**src/rtl/evq_pkg.sv**
```systemverilog
package evq_pkg;
  localparam int NPAT          = 2;
  localparam int CTL_W         = 9;
  localparam int CTL_PROTO_LSB = 0;
  localparam int CTL_SEL_LSB   = 4;
  localparam int CTL_OP_LSB    = 6;

  typedef enum logic [1:0] {
    ST_IDLE  = 2'd0,
    ST_ACT   = 2'd1,
    ST_PAUSE = 2'd2,
    ST_DONE  = 2'd3
  } evq_state_e;

  typedef enum logic [1:0] {
    K_ALWAYS    = 2'd0,
    K_STARTSTOP = 2'd1,
    K_PAUSE     = 2'd2,
    K_WHILE     = 2'd3
  } evq_kind_e;

  typedef enum logic [1:0] {
    SEL_START = 2'd0,
    SEL_STOP  = 2'd1,
    SEL_ACT   = 2'd2,
    SEL_ANY   = 2'd3
  } evq_sel_e;
endpackage

```
**src/rtl/evq_cfg.sv**
```systemverilog
module evq_cfg
  import evq_pkg::*;
#(
  parameter int W  = 16,
  parameter int AW = 3
) (
  input  logic                      clk,
  input  logic                      rst,
  input  logic                      we,
  input  logic [AW-1:0]             addr,
  input  logic [W-1:0]              wdata,
  output logic [NPAT-1:0][W-1:0]    pat_o,
  output logic [NPAT-1:0][W-1:0]    msk_o,
  output logic [CTL_W-1:0]          ctl_o
);
  localparam int CTL_ADDR = 2 * NPAT;

  logic unused_wdata_hi;
  assign unused_wdata_hi = ^wdata[W-1:CTL_W];

  for (genvar i = 0; i < NPAT; i++) begin : g_pat
    always_ff @(posedge clk) begin
      if (rst) begin
        pat_o[i] <= '0;
        msk_o[i] <= '0;
      end else if (we) begin
        if (addr == AW'(2 * i))     pat_o[i] <= wdata;
        if (addr == AW'(2 * i + 1)) msk_o[i] <= wdata;
      end
    end
  end

  always_ff @(posedge clk) begin
    if (rst)                                 ctl_o <= '0;
    else if (we && addr == AW'(CTL_ADDR))    ctl_o <= wdata[CTL_W-1:0];
  end

  // addresses beyond the control word leave the control word alone
  a_r12_ctl_unused_addr: assert property (@(posedge clk) disable iff (rst)
    (we && addr > AW'(CTL_ADDR)) |=> $stable(ctl_o));
endmodule

```
**src/rtl/evq_match.sv**
```systemverilog
module evq_match #(
  parameter int W = 16
) (
  input  logic         clk,
  input  logic         rst,
  input  logic [W-1:0] pat_i,
  input  logic [W-1:0] msk_i,
  input  logic [W-1:0] bus_i,
  output logic         hit_o
);
  logic [W-1:0] diff;

  assign diff  = (bus_i ^ pat_i) & ~msk_i;
  assign hit_o = (diff == '0);

  // a fully masked pattern always matches; an exact value always matches
  a_r2_all_masked_hits: assert property (@(posedge clk) disable iff (rst)
    (&msk_i) |-> hit_o);
  a_r2_exact_value_hits: assert property (@(posedge clk) disable iff (rst)
    (bus_i == pat_i) |-> hit_o);
endmodule

```
**src/rtl/evq_proto.sv**
```systemverilog
module evq_proto
  import evq_pkg::*;
(
  input  logic       clk,
  input  logic       rst,
  input  logic       clr_i,
  input  logic       run_i,
  input  logic [2:0] proto_i,
  input  logic       start_hit_i,
  input  logic       stop_hit_i,
  input  logic       ext_evt_i,
  output logic       act_o,
  output logic       nxt_act_o
);
  evq_state_e st_q, nxt;
  evq_kind_e  kind;
  logic       use_ext, sev, pev;

  assign kind    = evq_kind_e'(proto_i[1:0]);
  assign use_ext = proto_i[2];
  assign sev     = use_ext ? ext_evt_i : start_hit_i;
  assign pev     = use_ext ? ext_evt_i : stop_hit_i;

  always_comb begin
    nxt = st_q;
    unique case (st_q)
      ST_IDLE: if (run_i && (kind == K_ALWAYS || sev)) nxt = ST_ACT;
      ST_ACT: begin
        unique case (kind)
          K_ALWAYS:    nxt = ST_ACT;
          K_STARTSTOP: if (pev)  nxt = ST_DONE;
          K_PAUSE:     if (pev)  nxt = ST_PAUSE;
          default:     if (!sev) nxt = ST_IDLE;
        endcase
      end
      ST_PAUSE: if (sev) nxt = ST_ACT;
      default:  nxt = ST_DONE;
    endcase
    if (clr_i) nxt = ST_IDLE;
  end

  always_ff @(posedge clk) begin
    if (rst) st_q <= ST_IDLE;
    else     st_q <= nxt;
  end

  assign act_o     = (st_q == ST_ACT);
  assign nxt_act_o = (nxt == ST_ACT);

  a_r9_idle_needs_run: assert property (@(posedge clk) disable iff (rst)
    (st_q == ST_IDLE && !run_i) |=> (st_q == ST_IDLE));
  a_r5_done_sticky: assert property (@(posedge clk) disable iff (rst)
    (st_q == ST_DONE && !clr_i) |=> (st_q == ST_DONE));
  a_r10_clear_to_idle: assert property (@(posedge clk) disable iff (rst)
    clr_i |=> (st_q == ST_IDLE));
  a_r7_while_drops: assert property (@(posedge clk) disable iff (rst)
    (kind == K_WHILE && !sev && (st_q == ST_IDLE || st_q == ST_ACT)) |=> (st_q == ST_IDLE));
  a_r6_pause_holds: assert property (@(posedge clk) disable iff (rst)
    (st_q == ST_PAUSE && !sev && !clr_i) |=> (st_q == ST_PAUSE));
endmodule

```
**src/rtl/evq_engine.sv**
```systemverilog
module evq_engine
  import evq_pkg::*;
#(
  parameter int BUS_W  = 16,
  parameter int ADDR_W = 3
) (
  input  logic              clk,
  input  logic              rst,
  input  logic              clr,
  input  logic              run,
  input  logic [BUS_W-1:0]  bus_i,
  input  logic              ext_evt_i,
  input  logic              cfg_we,
  input  logic [ADDR_W-1:0] cfg_addr,
  input  logic [BUS_W-1:0]  cfg_wdata,
  output logic              samp_en,
  output logic              store_en,
  output logic              comp_en,
  output logic              evt_out
);
  logic [NPAT-1:0][BUS_W-1:0] pat, msk;
  logic [CTL_W-1:0]           ctl;
  logic [NPAT-1:0]            hit;
  logic                       act, nxt_act;
  evq_sel_e                   sel;

  evq_cfg #(.W(BUS_W), .AW(ADDR_W)) i_cfg (
    .clk(clk), .rst(rst), .we(cfg_we), .addr(cfg_addr), .wdata(cfg_wdata),
    .pat_o(pat), .msk_o(msk), .ctl_o(ctl)
  );

  for (genvar i = 0; i < NPAT; i++) begin : g_match
    evq_match #(.W(BUS_W)) i_match (
      .clk(clk), .rst(rst), .pat_i(pat[i]), .msk_i(msk[i]),
      .bus_i(bus_i), .hit_o(hit[i])
    );
  end

  evq_proto i_proto (
    .clk(clk), .rst(rst), .clr_i(clr), .run_i(run),
    .proto_i(ctl[CTL_PROTO_LSB +: 3]),
    .start_hit_i(hit[0]), .stop_hit_i(hit[1]), .ext_evt_i(ext_evt_i),
    .act_o(act), .nxt_act_o(nxt_act)
  );

  assign sel = evq_sel_e'(ctl[CTL_SEL_LSB +: 2]);

  always_ff @(posedge clk) begin
    if (rst) begin
      samp_en  <= 1'b0;
      store_en <= 1'b0;
      comp_en  <= 1'b0;
    end else begin
      samp_en  <= nxt_act & ctl[CTL_OP_LSB];
      store_en <= nxt_act & ctl[CTL_OP_LSB + 1];
      comp_en  <= nxt_act & ctl[CTL_OP_LSB + 2];
    end
  end

  always_ff @(posedge clk) begin
    if (rst) evt_out <= 1'b0;
    else begin
      unique case (sel)
        SEL_START: evt_out <= hit[0];
        SEL_STOP:  evt_out <= hit[1];
        SEL_ACT:   evt_out <= nxt_act;
        default:   evt_out <= |hit;
      endcase
    end
  end

  a_r11_enables_only_active: assert property (@(posedge clk) disable iff (rst)
    (samp_en || store_en || comp_en) |-> act);
  a_r10_clear_drops_enables: assert property (@(posedge clk) disable iff (rst)
    clr |=> !(samp_en || store_en || comp_en));
  a_r3_active_select: assert property (@(posedge clk) disable iff (rst)
    (sel == SEL_ACT) |=> (evt_out == act));
endmodule

```
**config.mk**
```make
export PLATFORM = sky130hd
export DESIGN_NAME = evq_engine
export DESIGN_NICKNAME = d
export VERILOG_FILES = /design/src/rtl/evq_pkg.sv /design/src/rtl/evq_cfg.sv /design/src/rtl/evq_match.sv /design/src/rtl/evq_proto.sv /design/src/rtl/evq_engine.sv
export SDC_FILE = /design/constraint.sdc
export NUM_CORES = 1
export LEC_CHECK = 0
export BUFFER_PORTS_ARGS = -buffer_cell sky130_fd_sc_hd__buf_4
export CAP_MARGIN = 20
export CORE_MARGIN = 3
export CORE_UTILIZATION = 50
export DETAILED_ROUTE_END_ITERATION = 6
export GPL_TIMING_DRIVEN = 0
export PLACE_DENSITY = 0.71
export SLEW_MARGIN = 20
export SYNTH_ARGS = -nofsm -noshare
export SYNTH_HDL_FRONTEND = slang
export SYNTH_SLANG_ARGS = --single-unit
export TNS_END_PERCENT = 10
```
**constraint.sdc**
```tcl
create_clock -name clk -period 1.9 [get_ports clk]
set_input_delay 0.19 -clock clk [delete_from_list [all_inputs] [get_ports clk]]
set_output_delay 0.19 -clock clk [all_outputs]
set_load 0.02 [all_outputs]
```
==> flow_metrics.env <==
export IMPL_yosysMostFrequentCell="nand2_1"
export IMPL_fillerInstances=538
export IMPL_endpoint_kind="flop"
export IMPL_yosys_area_share_adder=0
export IMPL_min_to="i_proto.st_q[1]$_SDFF_PP0_"
export IMPL_portBuffers=44
export IMPL_r2r_slack_ns=-0.02
export IMPL_synth_xor_area_share=0.0883
export IMPL_path_class="flop to flop"
export IMPL_max_vdd_ir_drop_mv=0.570
export IMPL_total_power_mw=3.42
export IMPL_leakage_nw=1.43
export IMPL_synth_seq_cells=78
export IMPL_antenna_found_initial=0
export IMPL_multi_input_area_um2=1740
export IMPL_fin_nets=523
export IMPL_synth_edff_count=0
export IMPL_async_reset_ff_frac=0
export IMPL_htree_levels=3
export IMPL_clockRootBuffer="clkbuf_8"
export IMPL_fin_ws_ns=-0.0224
export IMPL_postLayoutCellArea_um2=4100
export IMPL_period_minus_slack_ns=1.92
export IMPL_stdcell_count=561
export IMPL_initial_core_util=0.534
export IMPL_yosys_warnings=0
export IMPL_status="complete, but fails checks"
export IMPL_drtIter0Drc=142
export IMPL_numCtsBuffers=9
export IMPL_grtUsageTotal=0.251
export IMPL_clk_pin_slew_worst_paths_ns=0.08
export IMPL_num_vias=3054
export IMPL_clk_path_buf_depth=2
export IMPL_die_w_um=86.9
export IMPL_wirelength_mm=8.89
export IMPL_rows=28
export IMPL_synthesis_area_um2=3270
export IMPL_seq_area_frac_synth=0.477
export IMPL_drtPass1Iterations=5
export IMPL_wire_per_inst_um=15.8
export IMPL_placed_area_um2=3700
export IMPL_synth_mux_area_frac=0
export IMPL_synth_compound_area_share=0.177
export IMPL_fin_crit_sh=1.01
export IMPL_reg2reg_from="i_cfg.pat_o[17]$_SDFFE_PP0P_"
export IMPL_reg2reg_to="samp_en$_SDFF_PP0_"
export IMPL_die_area_um2=7550
export IMPL_drv_slew=0
export IMPL_numClockSinks=78
export IMPL_synth_area_leaders="dfxtp_1, nand2_1, a21oi_1"
export IMPL_dieHeight_um=86.9
export IMPL_regArea_um2=1570
export IMPL_via_per_inst=5.44
export IMPL_synth_top_area_frac=0.477
export IMPL_drtAntennaViolNets=0
export IMPL_critical_path_arrival_ns=2.18
export IMPL_hold_violations=0
export IMPL_core_area_um2=6130
export IMPL_grt_overflow=0
export IMPL_tightestPinTransition_ns=0.615
export IMPL_cts_tree="built"
export IMPL_synth_top_family_by_area="simple AND/OR/NAND/NOR gates"
export IMPL_dpl_hpwl_mm=6.44
export IMPL_synthSimpleGateAreaFrac=0.224
export IMPL_setup_violations=3
export IMPL_hold_path_class="primary input to flop"
export IMPL_ys_flop_type="dfxtp_1"
export IMPL_clock_skew_ns=0.00635
export IMPL_synth_distinct_cells=32
export IMPL_drc=0
export IMPL_clock_latency_ns=0.35
export IMPL_area_delta_synth_final_pct=25.3
export IMPL_rsz0062_at_grt="yes"
export IMPL_drive_above_1_share=0.195
export IMPL_fmax_ghz=0.520
export IMPL_diodes=0
export IMPL_grt_pass1_vias=2905
export IMPL_grt_max_degree=13
export IMPL_synth_cells=421
export IMPL_worst_ep_required_time_ns=2.16
export IMPL_synth_common_cells="nand2_1, dfxtp_1, a21oi_1"
export IMPL_cp_start_kind="flop"
export IMPL_syn_area_per_cell_um2=7.77
export IMPL_place_inst=540
export IMPL_yosysTopAreaCell="dfxtp_1"
export IMPL_place_congestion=0.916
export IMPL_maxCapViolCount=0
export IMPL_min_path_cells=2
export IMPL_worstHoldStart="clr"
export IMPL_crit_path_max_fanout=3
export IMPL_grt_first_pass_wirelength_mm=14.2
export IMPL_syn_nets=462
export IMPL_io_pins=45
export IMPL_relSlewSlack=0.590
export IMPL_violations="setup timing"
export IMPL_rr_worst_depth=8
export IMPL_p_per_area_nw_per_um2=834
[critical path, cell delays in order (launching register included)]
cell,delay [ns]
dfxtp_1,0.33
xnor2_1,0.17
o22ai_1,0.12
nor4_2,0.37
nand2_2,0.11
o41a_1,0.43
o211ai_2,0.10
buf_4,0.17
nor2_1,0.04
[cells in the final DEF, fill, tap and decap left out, drive strengths merged, types with 3 or more instances in the layout]
master,instances
a21oi,74
buf,51
clkbuf,32
dfxtp,78
inv,7
nand2,151
nand3,3
nor2,7
nor4,4
o21ai,3
o22ai,16
xnor2,33
[flip-flops by register name (all words and copies together), names as in the netlist]
register,count
comp_en,1
i_proto.st_q,2
samp_en,1
evt_out,1
i_cfg.ctl_o,8
i_cfg.msk_o,32
store_en,1
i_cfg.pat_o,32
[kinds of logic after synthesis]
group	count (synthesis)
and+or+nand+nor	178
AOI/OAI and AO/OA	103
DFF	78
xor gates and xnor gates	33
buffers and inverters	29
[power by group]
part	leakage (nW)	switching (mW)	internal [mW]
Sequential	0.633	0.0230	1.67
Clock	0.115	0.587	0.800
Combinational	0.683	0.192	0.152
Total	1.43	0.802	2.62
[routing by layer]
layer  wire [um]  vias up  GRT usage  share of wire
met4         173        0     0.0963          0.019
met5           0        -          0              0
met1        3640     1426      0.306           0.41
met2        4420       88      0.429           0.50
li1            -     1522          -              -
met3         657       18     0.0587          0.074
[repair_timing]
item,4_1_cts,5_1_grt
endpoints found under the setup margin,5,5
hold buffers,0,0
endpoints found under the hold margin,0,0
pin swaps,14,10
resized for setup,14,10
setup buffers,5,1
[metrics by stage]
| stage | setup WS (ns) | hold slack [ns] | utilization | setup TNS (ns) |
|---|---|---|---|---|
| 2_1_floorplan | 0.223 | 0.268 | - | 0 |
| 5_1_grt | -0.171 | 0.0154 | 0.669 | -0.664 |
| 3_3_place_gp | -0.233 | 0.383 | 0.603 | -1.67 |
| 4_1_cts | -0.0294 | 0.0102 | 0.660 | -0.0294 |
| 3_5_place_dp | -0.267 | 0.390 | 0.603 | -3.01 |
| 6_report | -0.0224 | 0.0291 | 0.669 | -0.0566 |
[how the worst max path moves through the flow]
stage	cells past startpoint	end	slack (ns)	startpoint
2_1_floorplan	7	evt_out$_SDFF_PP0_	0.22	i_cfg.pat_o[29]$_SDFFE_PP0P_
3_3_place_gp	7	evt_out$_SDFF_PP0_	-0.23	i_cfg.pat_o[23]$_SDFFE_PP0P_
3_5_place_dp	7	evt_out$_SDFF_PP0_	-0.27	i_cfg.pat_o[24]$_SDFFE_PP0P_
4_1_cts	8	evt_out$_SDFF_PP0_	-0.03	i_cfg.pat_o[16]$_SDFFE_PP0P_
5_1_grt	8	evt_out$_SDFF_PP0_	-0.17	i_cfg.pat_o[7]$_SDFFE_PP0P_
6_report	8	samp_en$_SDFF_PP0_	-0.02	i_cfg.pat_o[17]$_SDFFE_PP0P_
[cell type report]
class / instances / area share
clock buffers: 11 / 0.0369
flip-flops and latches: 78 / 0.382
plain buffers: 22 / 0.0201
clock inverters: 4 / 0.0171
multi-input cells: 314 / 0.423
well taps: 75 / 0.0229
repair buffers: 50 / 0.0915
inverters: 7 / 0.00641
(Power assumes the default switching activity.)
